**src/rtl/intr_sequencer.sv**
```systemverilog
module intr_sequencer #(
  parameter int PCW = 16,
  parameter int AW = 16,
  parameter int VW = 8,
  parameter logic [AW-1:0] SP_TOP = 16'hFF00,
  parameter logic [PCW-1:0] IRQ_ADDR = 16'h0040,
  parameter logic [PCW-1:0] NMI_ADDR = 16'h0020,
  parameter logic [PCW-1:0] VEC_BASE = 16'h0100
) (
  input  logic           clk,
  input  logic           rst_n,
  input  logic           insn_boundary,
  input  logic           ei_cmd,
  input  logic           di_cmd,
  input  logic           rti_cmd,
  input  logic           irq_req,
  input  logic           nmi_req,
  input  logic           vec_mode,
  input  logic [VW-1:0]  vec_in,
  input  logic [PCW-1:0] pc_cur,
  output logic           irq_ack,
  output logic           nmi_ack,
  output logic           busy,
  output logic           int_en,
  output logic           pc_wr,
  output logic [PCW-1:0] pc_wr_data,
  output logic           mem_req,
  output logic           mem_we,
  output logic [AW-1:0]  mem_addr,
  output logic [PCW:0]   mem_wdata,
  input  logic [PCW:0]   mem_rdata,
  output logic [AW-1:0]  sp
);

  typedef enum logic [2:0] {
    ST_IDLE, ST_ACK, ST_PUSH, ST_JUMP, ST_POP, ST_LOAD
  } state_t;

  state_t         st;
  logic [AW-1:0]  sp_q;
  logic           ie_q;
  logic           from_nmi;
  logic           vmode_q;
  logic [VW-1:0]  vec_q;
  logic [PCW-1:0] pc_q;

  logic idle, take_nmi, take_irq, take_rti, req_live;
  logic [PCW-1:0] vec_addr, target;

  assign idle     = (st == ST_IDLE);
  assign take_nmi = idle && insn_boundary && nmi_req;
  assign take_irq = idle && insn_boundary && !nmi_req && irq_req && ie_q;
  assign take_rti = idle && insn_boundary && !take_nmi && !take_irq && rti_cmd;
  assign req_live = from_nmi ? nmi_req : irq_req;

  assign vec_addr = VEC_BASE + (PCW'(vec_q) << 2);
  assign target   = from_nmi ? NMI_ADDR : (vmode_q ? vec_addr : IRQ_ADDR);

  always_ff @(posedge clk) begin
    if (!rst_n) begin
      st       <= ST_IDLE;
      sp_q     <= SP_TOP;
      ie_q     <= 1'b0;
      from_nmi <= 1'b0;
      vmode_q  <= 1'b0;
      vec_q    <= '0;
      pc_q     <= '0;
    end else begin
      case (st)
        ST_IDLE: begin
          if (di_cmd)      ie_q <= 1'b0;
          else if (ei_cmd) ie_q <= 1'b1;
          if (take_nmi || take_irq) begin
            st       <= ST_ACK;
            from_nmi <= take_nmi;
            vmode_q  <= vec_mode;
            pc_q     <= pc_cur;
          end else if (take_rti) begin
            st <= ST_POP;
          end
        end
        ST_ACK: begin
          if (!req_live) begin
            vec_q <= vec_in;
            st    <= ST_PUSH;
          end
        end
        ST_PUSH: begin
          sp_q <= sp_q - AW'(1);
          ie_q <= 1'b0;
          st   <= ST_JUMP;
        end
        ST_JUMP: st <= ST_IDLE;
        ST_POP: begin
          sp_q <= sp_q + AW'(1);
          st   <= ST_LOAD;
        end
        ST_LOAD: begin
          ie_q <= mem_rdata[PCW];
          st   <= ST_IDLE;
        end
        default: st <= ST_IDLE;
      endcase
    end
  end

  assign busy       = !idle;
  assign int_en     = ie_q;
  assign sp         = sp_q;
  assign irq_ack    = (st == ST_ACK) && !from_nmi;
  assign nmi_ack    = (st == ST_ACK) && from_nmi;
  assign mem_req    = (st == ST_PUSH) || (st == ST_POP);
  assign mem_we     = (st == ST_PUSH);
  assign mem_addr   = (st == ST_POP) ? sp_q : sp_q - AW'(1);
  assign mem_wdata  = {ie_q, pc_q};
  assign pc_wr      = (st == ST_JUMP) || (st == ST_LOAD);
  assign pc_wr_data = (st == ST_LOAD) ? mem_rdata[PCW-1:0] : target;

endmodule

```
**config.mk**
```make
export PLATFORM = sky130hd
export DESIGN_NAME = intr_sequencer
export DESIGN_NICKNAME = d
export VERILOG_FILES = /design/src/rtl/intr_sequencer.sv
export SDC_FILE = /design/constraint.sdc
export NUM_CORES = 1
export LEC_CHECK = 0
export BUFFER_PORTS_ARGS = -buffer_cell sky130_fd_sc_hd__buf_2
export CAP_MARGIN = 20
export CORE_MARGIN = 2
export CORE_UTILIZATION = 47
export CTS_CLUSTER_SIZE = 20
export DETAILED_ROUTE_END_ITERATION = 6
export GPL_ROUTABILITY_DRIVEN = 0
export PLACE_DENSITY_LB_ADDON = 0.08
export REMOVE_ABC_BUFFERS = 1
export SETUP_SLACK_MARGIN = 0.15
export SYNTH_ARGS = -nofsm -noshare
export SYNTH_HDL_FRONTEND = slang
export SYNTH_SLANG_ARGS = --single-unit
```
**constraint.sdc**
```tcl
create_clock -name clk -period 2.9 [get_ports clk]
set_clock_uncertainty 0.15 [all_clocks]
set_input_delay 0.145 -clock clk [delete_from_list [all_inputs] [get_ports clk]]
set_output_delay 0.145 -clock clk [all_outputs]
set_load 0.005 [all_outputs]
```
==> results of run 1 <==
==> placed cells by master, fill, tap and decap left out, drive strengths merged, types with 8 or more instances in the layout <==
master	count
mux2i	9
nand3	14
dfxtp	46
dlygate4sd3	28
nand2	68
nand4	8
xnor2	9
o21ai	10
nor2	34
xor2	14
a21oi	28
buf	128
nor3	15
==> tightest hold or removal path, delay by kind of cell <==
kind            cells  cell delay, ns
simple gates        2            0.13
buf+inv             1            0.09
compound gates      1            0.06
==> power groups by stage <==
stage                     Sequential (mW)  Clock, mW  Combinational [mW]
after floorplan                     0.802          0               0.466
after global placement              0.806          0               0.793
after detailed placement            0.810          0               0.800
after CTS                           0.795      0.491               0.836
after global routing                0.811      0.515               0.949
final                               0.796      0.479               0.847
==> stage by stage <==
step | std cells | setup slack [ns] | utilization [%] | hold slack (ns) | power, mW
global placement | 526 | 0.5500 | 59.79 | 0.2236 | 1.599
floorplan | 326 | 0.6190 | - | 0.05694 | 1.268
CTS | 562 | 0.2004 | 66.92 | 0.001774 | 2.121
global route | 562 | 0.1450 | 67.03 | 0.08255 | 2.275
finish | 562 | 0.2569 | 67.03 | 0.009245 | 2.123
detailed placement | 526 | 0.4910 | 59.79 | 0.2368 | 1.609
==> routing by layer <==
| metal | vias up | track usage [%] | share of wire, % | wire [um] |
|---|---|---|---|---|
| li1 | 1467 | - | - | - |
| met1 | 1304 | 30.12 | 43 | 3206 |
| met2 | 107 | 42.22 | 49 | 3617 |
| met3 | 11 | 5.455 | 6.8 | 506 |
| met4 | 0 | 8.448 | 1.5 | 108 |
| met5 | - | 0 | 0 | 0 |
==> layout make-up <==
cell class,instances,area [sq um]
repair buffers,156,938.4
well taps,72,90.09
inverters,8,30.03
clock buffers,6,72.57
flip-flops and latches,46,920.9
clock inverters,2,37.54
fillers,508,1804
multi-input cells,272,1579
==> sequential cells by signal (all words and copies together) (netlist names) <==
register,cells
st,3
sp,16
pc_q,16
vec_q,8
int_en,1
from_nmi,1
vmode_q,1
==> logic make-up after synthesis <==
family                   count (synthesis)
AO/OA/AOI/OAI                           49
XOR/XNOR                                23
adder cells (fa/ha/maj)                  5
buffers and inverters                   33
flip-flops                              46
multiplexers                            11
AND/OR/NAND/NOR                        184
==> worst paths after layout <==
| path | startpoint | to | cells past startpoint |
|---|---|---|---|
| worst max-delay path | sp[0]$_SDFFE_PN0N_ | mem_addr[8] | 6 |
| worst min-delay path | di_cmd | int_en$_SDFFE_PN0P_ | 4 |
| worst max register to register | sp[0]$_SDFFE_PN0N_ | sp[8]$_SDFFE_PN1N_ | 7 |
| worst min register to register | pc_q[0]$_SDFFE_PN0P_ | pc_q[0]$_SDFFE_PN0P_ | 2 |
==> timing repair <==
item                       in CTS  in global routing
hold endpoints to repair       29                  0
setup endpoints to repair       0                  3
gates resized for setup         0                  2
hold buffers                   28                  0
==> impl_metrics.py, run 1 <==
metrics = {
    "timing": {
        "slew_violations": 0,
        "setup_viol": 0,
        "period_share_pct": 91.14,
        "fmax_mhz": 378.3,
        "tns_ns": 0,
        "worstMarginPinSlew_ns": 0.6969,
        "relSlewSlack_pct": 53.54,
        "fin_crit_ns": 2.643,
        "rsz0062_at_grt": "true",
        "finalHoldViolCount": 0,
    },
    "die": {
        "dieArea_sq_mm": 0.006230,
        "core_sq_mm": 0.005473,
        "die-height_um": 78.93,
        "row_count": 27,
        "boundaryPins": 122,
        "initial_core_util_pct": 48.22,
        "die_x_um": 78.93,
    },
    "global_route": {
        "overflow": 0,
        "antenna_found_initial": 0,
        "grt_pass1_wl_mm": 12.34,
        "grt_use_total_pct": 24.49,
        "grt_pass1_vias": 2709,
        "grt_max_degree": 21,
    },
    "logic_synthesis": {
        "ys.flop_type": "dfxtp_1",
        "synth_edf_count": 0,
        "ys_types": 50,
        "synthTopCellsByCount": "68 x nand2_1, 46 x dfxtp_1, 34 x nor2_1, 27 x a21oi_1",
        "synth_xor_area_share_pct": 7.634,
        "synth_top_area_share_pct": 34.90,
        "synth_compound_area_share_pct": 10.76,
        "yosys_register_bits": 46,
        "synth_top_area_cell": "dfxtp_1",
        "synth_fa_ha_area_share_pct": 2.371,
        "seq_area_frac_synth_pct": 34.90,
        "synth_area_sq_mm": 0.002639,
        "yosys.area_share.simple_pct": 34.57,
        "netlist_top_cells_area": "dfxtp_1 35%, nand2_1 9.7%, a21oi_1 5.1%",
        "synth.avg_cell_area_sq_um": 7.518,
        "synth.most_common_cell": "nand2_1",
        "synth_top_family_by_area": "simple AND/OR/NAND/NOR gates",
        "synthArstFlopShare_pct": 0,
        "yosysWarningCount": 0,
        "synth_cells": 351,
        "synthMuxAreaShare_pct": 4.267,
    },
    "worst_hold_path": {
        "hold_path.class": "in2reg",
    },
    "clocking": {
        "cts.reportedPaths.clkPinSlew_ns": 0.08,
        "cts_root_buf": "clkbuf_8",
        "cts_tree": "built",
        "clk_latency_ns": 0.30,
        "cts_sinks": 46,
        "cts_buffers": 5,
        "htreeDepth": 2,
        "post_cts_buffers": 0,
        "max-clock-path-buffers": 2,
    },
    "setup_path": {
        "crit_fanout": 9,
        "path_cells": "inv_2 > ha_1 > or4b_4 > or4b_4 > xnor2_1 > buf_2",
        "cp_num_buf_inv": 2,
        "crit_type": "reg2out",
        "cpPeakStageDelay_ns": 0.55,
        "r2r_slack_ns": 0.53,
        "required_ns": 2.61,
        "crit_top_cell": "or4b_4",
        "crit_slowest_cell": "or4b_4",
        "cp_top_family": "simple AND/OR/NAND/NOR gates",
        "end_kind": "primary output",
        "worst_setup_path_start_kind": "flip-flop",
        "arrival_ns": 2.35,
    },
    "placement": {
        "dp_hpwl_mm": 5.151,
        "postPlaceCellArea_sq_mm": 0.003272,
        "portBuffers": 121,
    },
    "power": {
        "p_int_mw": 1.352,
        "pwr-share-clk_pct": 22.6,
        "power_leakage_nw": 1.739,
        "comb_power_share_pct": 39.9,
        "netSwitchingPower_mw": 0.7709,
        "powerDensity_mw_per_mm2": 578.6,
        "irDropWorstVdd_mv": 0.3597,
        "swShare_pct": 36.32,
        "seq_power_share_pct": 37.5,
    },
    "status": {
        "status": "finished, final reports clean",
    },
    "detailed_routing": {
        "drtPass1Iterations": 5,
        "num_vias": 2889,
        "drt-wirelength-per-cell_um": 13.24,
        "drc_errors": 0,
        "ant_nets": 0,
        "wl_mm": 7.439,
        "via_per_inst": 5.141,
        "drt_iter0_drc": 173,
    },
    "cells_and_area": {
        "drive_above_1_share_pct": 29.59,
        "area_growth_pct": 39.02,
        "fin_area_sq_mm": 0.003669,
        "nets": 544,
        "antenna-diode-count": 0,
    },
    "flow_run": {
        "maxCapViolations": 0,
    },
}
No activity file was read; power rests on OpenSTA's default activity.
==> run 2: changes to the inputs <==
--- a/config.mk
+++ b/config.mk
@@ -7,6 +7,7 @@
 export LEC_CHECK = 0
 export BUFFER_PORTS_ARGS = -buffer_cell sky130_fd_sc_hd__buf_2
 export CAP_MARGIN = 20
+export CORE_ASPECT_RATIO = 0.7
 export CORE_MARGIN = 2
 export CORE_UTILIZATION = 47
 export CTS_CLUSTER_SIZE = 20
==> impl_metrics.py, run 2 (synthesis results as in run 1) <==
metrics = {
    "status": {
        "status": "finished, final reports clean",
    },
    "clocking": {
        "htreeDepth": 2,
        "max-clock-path-buffers": 2,
        "cts_sinks": 46,
        "cts_buffers": 5,
        "cts.reportedPaths.clkPinSlew_ns": 0.09,
        "clk_latency_ns": 0.30,
        "cts_tree": "built",
        "cts_root_buf": "clkbuf_8",
    },
    "setup_path": {
        "ff2ff_path_depth": 6,
        "required_ns": 2.61,
        "arrival_ns": 2.31,
        "end_kind": "primary output",
        "crit_type": "reg2out",
        "worst_setup_path_start_kind": "flip-flop",
        "crit_fanout": 9,
    },
    "detailed_routing": {
        "drt-wirelength-per-cell_um": 13.50,
        "via_per_inst": 5.198,
        "ant_nets": 0,
        "drtPass1Iterations": 4,
        "drt_iter0_drc": 210,
        "drc_errors": 0,
        "wl_mm": 7.586,
        "num_vias": 2921,
    },
    "timing": {
        "slew_violations": 0,
        "relSlewSlack_pct": 57.25,
        "rsz0062_at_grt": "false",
        "fin_crit_ns": 2.609,
        "fmax_mhz": 383.2,
        "worstMarginPinSlew_ns": 0.6413,
        "tns_ns": 0,
        "finalHoldViolCount": 0,
        "hold_slack_ns": 0.02976,
        "period_share_pct": 89.98,
        "setup_viol": 0,
    },
    "global_route": {
        "grt_pass1_wl_mm": 11.99,
        "grt-busiest-layer": "met2",
        "global_route.usage.met2_pct": 39.30,
        "grt.met1_usage_pct": 33.47,
        "grt_pass1_vias": 2627,
        "antenna_found_initial": 0,
        "grt_max_degree": 20,
        "grt_use_total_pct": 24.39,
        "use_met3_pct": 5.543,
        "overflow": 0,
    },
    "worst_hold_path": {
        "hold_path.class": "in2reg",
        "whs_path_depth": 4,
    },
    "die": {
        "row_count": 22,
        "dieArea_sq_mm": 0.006239,
        "boundaryPins": 122,
        "core_sq_mm": 0.005340,
        "die_x_um": 93.56,
        "die-height_um": 66.69,
        "initial_core_util_pct": 49.41,
    },
    "cells_and_area": {
        "drive_above_1_share_pct": 30.61,
        "antenna-diode-count": 0,
        "layout_common_cells": "121 x buf_2, 68 x nand2_1, 44 x dfxtp_1",
        "area_growth_pct": 38.55,
        "final_util_pct": 68.46,
        "final_common_cell": "buf_2",
        "nets": 544,
        "final_cells": 562,
    },
    "power": {
        "powerDensity_mw_per_mm2": 569.6,
        "comb_power_share_pct": 41.3,
        "finalPower_mw": 2.082,
        "netSwitchingPower_mw": 0.7848,
        "power_leakage_nw": 1.738,
        "pwr-share-clk_pct": 20.1,
        "irDropWorstVdd_mv": 0.3282,
        "swShare_pct": 37.68,
        "p_int_mw": 1.298,
        "seq_power_share_pct": 38.7,
    },
    "placement": {
        "portBuffers": 121,
        "dp_hpwl_mm": 5.464,
        "dp_cells": 526,
    },
    "flow_run": {
        "maxCapViolations": 0,
    },
}
run 2: cell types whose count changed in the layout (fill, tap and decap cells not counted), sizes merged:
cell         before  now
dlygate4sd3      28   27
bufinv            1    0
clkinv            2    3
buf             128  129
run 2: final cells by class:
| class | count | area [sq um] |
|---|---|---|
| Clock buffer | 6 | 82.58 |
| Multi-Input combinational cell | 272 | 1582 |
| Tap cell | 72 | 90.09 |
| Clock inverter | 2 | 12.51 |
| Inverter | 8 | 30.03 |
| Fill cell | 480 | 1684 |
| Sequential cell | 46 | 923.4 |
| Timing Repair Buffer | 156 | 935.9 |
run 2: metrics by stage:
stage / instance area (sq um) / setup WS (ns)
after floorplan: 2524 / 0.6190
after global placement: 3272 / 0.4974
after detailed placement: 3272 / 0.4036
after CTS: 3643 / 0.1651
after global routing: 3656 / 0.1890
final: 3656 / 0.2907
run 2: worst paths after layout:
kind	startpoint	endpoint	slack, ns
max	sp[0]$_SDFFE_PN0N_	mem_addr[8]	0.29
max reg2reg	st[2]$_SDFFE_PN0P_	sp[12]$_SDFFE_PN1N_	0.43
min	di_cmd	int_en$_SDFFE_PN0P_	0.03
min reg2reg	pc_q[10]$_SDFFE_PN0P_	pc_q[10]$_SDFFE_PN0P_	0.31
run 2: metal layers:
layer,share of wire [%],wire (um)
met2,44,3351
met1,45,3416
met3,10,763
met4,0.73,55
met5,0,0
run 2: power by group through the flow:
stage	clock, mW	sequential, mW	combinational, mW
2_1_floorplan	0	0.802	0.466
3_3_place_gp	0	0.813	0.793
3_5_place_dp	0	0.814	0.798
4_1_cts	0.425	0.799	0.843
5_1_grt	0.451	0.819	0.956
6_report	0.418	0.805	0.860
run 2: critical path, cell delays in order, from the launching register on:
cell	delay, ns
dfxtp_2	0.38
inv_2	0.11
ha_1	0.22
or4b_4	0.49
or4b_4	0.54
xnor2_1	0.14
buf_2	0.13
run 2: what timing repair did:
item,in CTS,in global routing
endpoints found under the hold margin,26,0
endpoints found under the setup margin,1,3
resized for setup,1,4
setup buffers,0,1
pin swaps,0,1
gates cloned,0,0
hold buffers,27,0
==> run 3: changes to the inputs <==
--- a/config.mk
+++ b/config.mk
@@ -9,7 +9,7 @@
 export CAP_MARGIN = 20
 export CORE_ASPECT_RATIO = 0.7
 export CORE_MARGIN = 2
-export CORE_UTILIZATION = 47
+export CORE_UTILIZATION = 35
 export CTS_CLUSTER_SIZE = 20
 export DETAILED_ROUTE_END_ITERATION = 6
 export GPL_ROUTABILITY_DRIVEN = 0
==> impl_metrics.py, run 3 (synthesis results as in run 1) <==
metrics = {
    "status": {
        "status": "finished, final reports clean",
    },
    "setup_path": {
        "crit_slowest_cell": "or4b_4",
        "cpPeakStageDelay_ns": 0.55,
        "crit_fanout": 11,
        "ff2ff_path_depth": 6,
        "r2r_slack_ns": 0.48,
        "worst_setup_path_start_kind": "flip-flop",
        "path_cells": "inv_1 > ha_1 > or4b_4 > or4b_4 > xnor2_1 > buf_2",
        "crit_top_cell": "or4b_4",
        "rr_startpoint": "st[0]$_SDFFE_PN0P_",
        "crit_type": "reg2out",
        "required_ns": 2.61,
        "arrival_ns": 2.36,
        "end_kind": "primary output",
        "crit-reg2reg-capture": "from_nmi$_SDFFE_PN0P_",
    },
    "detailed_routing": {
        "ant_nets": 0,
        "num_vias": 2874,
        "via_per_inst": 4.879,
        "drt-wirelength-per-cell_um": 13.33,
        "drc_errors": 0,
        "drt_iter0_drc": 118,
        "drtPass1Iterations": 5,
        "wl_mm": 7.853,
    },
    "global_route": {
        "antenna_found_initial": 0,
        "grt_use_total_pct": 18.94,
        "grt_pass1_vias": 2611,
        "overflow": 0,
        "grt_max_degree": 26,
        "grt_pass1_wl_mm": 12.74,
    },
    "cells_and_area": {
        "antenna-diode-count": 0,
        "area_growth_pct": 40.78,
        "final_common_cell": "buf_2",
        "fin_area_sq_mm": 0.003715,
        "layout_common_cells": "121 x buf_2, 68 x nand2_1, 46 x dfxtp_1",
        "final_cells": 589,
        "nets": 545,
        "final_util_pct": 50.98,
        "drive_above_1_share_pct": 30.14,
    },
    "placement": {
        "postPlaceCellArea_sq_mm": 0.003312,
        "portBuffers": 121,
        "dp_hpwl_mm": 5.691,
        "dp_cells": 553,
    },
    "timing": {
        "rsz0062_at_grt": "true",
        "fin_crit_ns": 2.653,
        "relSlewSlack_pct": 55.96,
        "tns_ns": 0,
        "setup_viol": 0,
        "fmax_mhz": 376.9,
        "period_share_pct": 91.49,
        "finalHoldViolCount": 0,
        "slew_violations": 0,
        "worstMarginPinSlew_ns": 0.6606,
    },
    "clocking": {
        "cts_sinks": 46,
        "max-clock-path-buffers": 2,
        "cts_root_buf": "clkbuf_8",
        "cts.reportedPaths.clkPinSlew_ns": 0.09,
        "post_cts_buffers": 0,
        "clk_latency_ns": 0.30,
        "htreeDepth": 2,
        "cts_tree": "built",
        "cts_buffers": 5,
    },
    "worst_hold_path": {
        "hold_path.class": "in2reg",
        "whs_path_depth": 4,
        "min_from": "di_cmd",
        "holdPathEnd": "int_en$_SDFFE_PN0P_",
    },
    "die": {
        "boundaryPins": 122,
        "core_sq_mm": 0.007287,
        "initial_core_util_pct": 36.21,
        "dieArea_sq_mm": 0.008261,
        "die-height_um": 76.65,
        "die_x_um": 107.8,
        "row_count": 26,
    },
    "power": {
        "seq_power_share_pct": 36.4,
        "pwr-share-clk_pct": 22.6,
        "p_int_mw": 1.360,
        "swShare_pct": 37.03,
        "netSwitchingPower_mw": 0.7998,
        "powerDensity_mw_per_mm2": 581.4,
        "power_leakage_nw": 1.745,
        "irDropWorstVdd_mv": 0.2597,
        "comb_power_share_pct": 41.0,
    },
    "flow_run": {
        "maxCapViolations": 0,
    },
}
run 3: worst max-delay path by stage:
stage	from	endpoint	slack, ns	cells after the start
after floorplan	sp[0]$_SDFFE_PN0N_	sp[8]$_SDFFE_PN1N_	0.62	7
after global placement	st[2]$_SDFFE_PN0P_	mem_addr[13]	0.48	7
after detailed placement	st[2]$_SDFFE_PN0P_	mem_addr[13]	0.44	7
after CTS	sp[0]$_SDFFE_PN0N_	mem_addr[8]	0.18	6
after global routing	sp[0]$_SDFFE_PN0N_	mem_addr[8]	0.12	6
final	sp[1]$_SDFFE_PN0N_	mem_addr[8]	0.25	6
run 3: layout make-up:
class | instances | area (sq um)
repair buffers | 157 | 945.9
clock buffers | 5 | 68.82
well taps | 98 | 122.6
flip-flops and latches | 46 | 920.9
multi-input cells | 272 | 1582
clock inverters | 3 | 45.04
inverters | 8 | 30.03
fillers | 731 | 3572
run 3: worst max-delay path: cells and delay by family (launching register included):
kind          cells  cell delay (ns)
buf+inv           2             0.25
fa+ha+maj         1             0.21
xor+xnor          1             0.13
flops             1             0.42
simple gates      2             1.05
run 3: through the flow:
| stage | hold slack, ns | power (mW) | worst slack, ns |
|---|---|---|---|
| 2_1_floorplan | 0.05694 | 1.268 | 0.6190 |
| 3_3_place_gp | 0.2324 | 1.635 | 0.4803 |
| 3_5_place_dp | 0.2376 | 1.635 | 0.4382 |
| 4_1_cts | 0.02311 | 2.169 | 0.1836 |
| 5_1_grt | 0.04693 | 2.316 | 0.1232 |
| 6_report | 0.02616 | 2.160 | 0.2469 |
run 3: repair_timing:
action                     4_1_cts  5_1_grt
hold buffers                    28        0
setup endpoints to repair        1        3
hold endpoints to repair        28        0
resized for setup                1        2
gates cloned                     0        0
run 3: routing by layer:
metal	wire length, um	up-vias	track usage (%)
met5	0	-	0
met1	3915	1298	28.11
li1	-	1475	-
met2	3359	99	28.93
met4	26	0	3.077
met3	552	2	3.422
run 3: power by group through the flow:
stage,clock network (mW),registers [mW],logic [mW]
finish,0.489,0.786,0.885
global route,0.535,0.800,0.982
CTS,0.510,0.783,0.875
detailed placement,0,0.797,0.838
global placement,0,0.795,0.840
floorplan,0,0.802,0.466
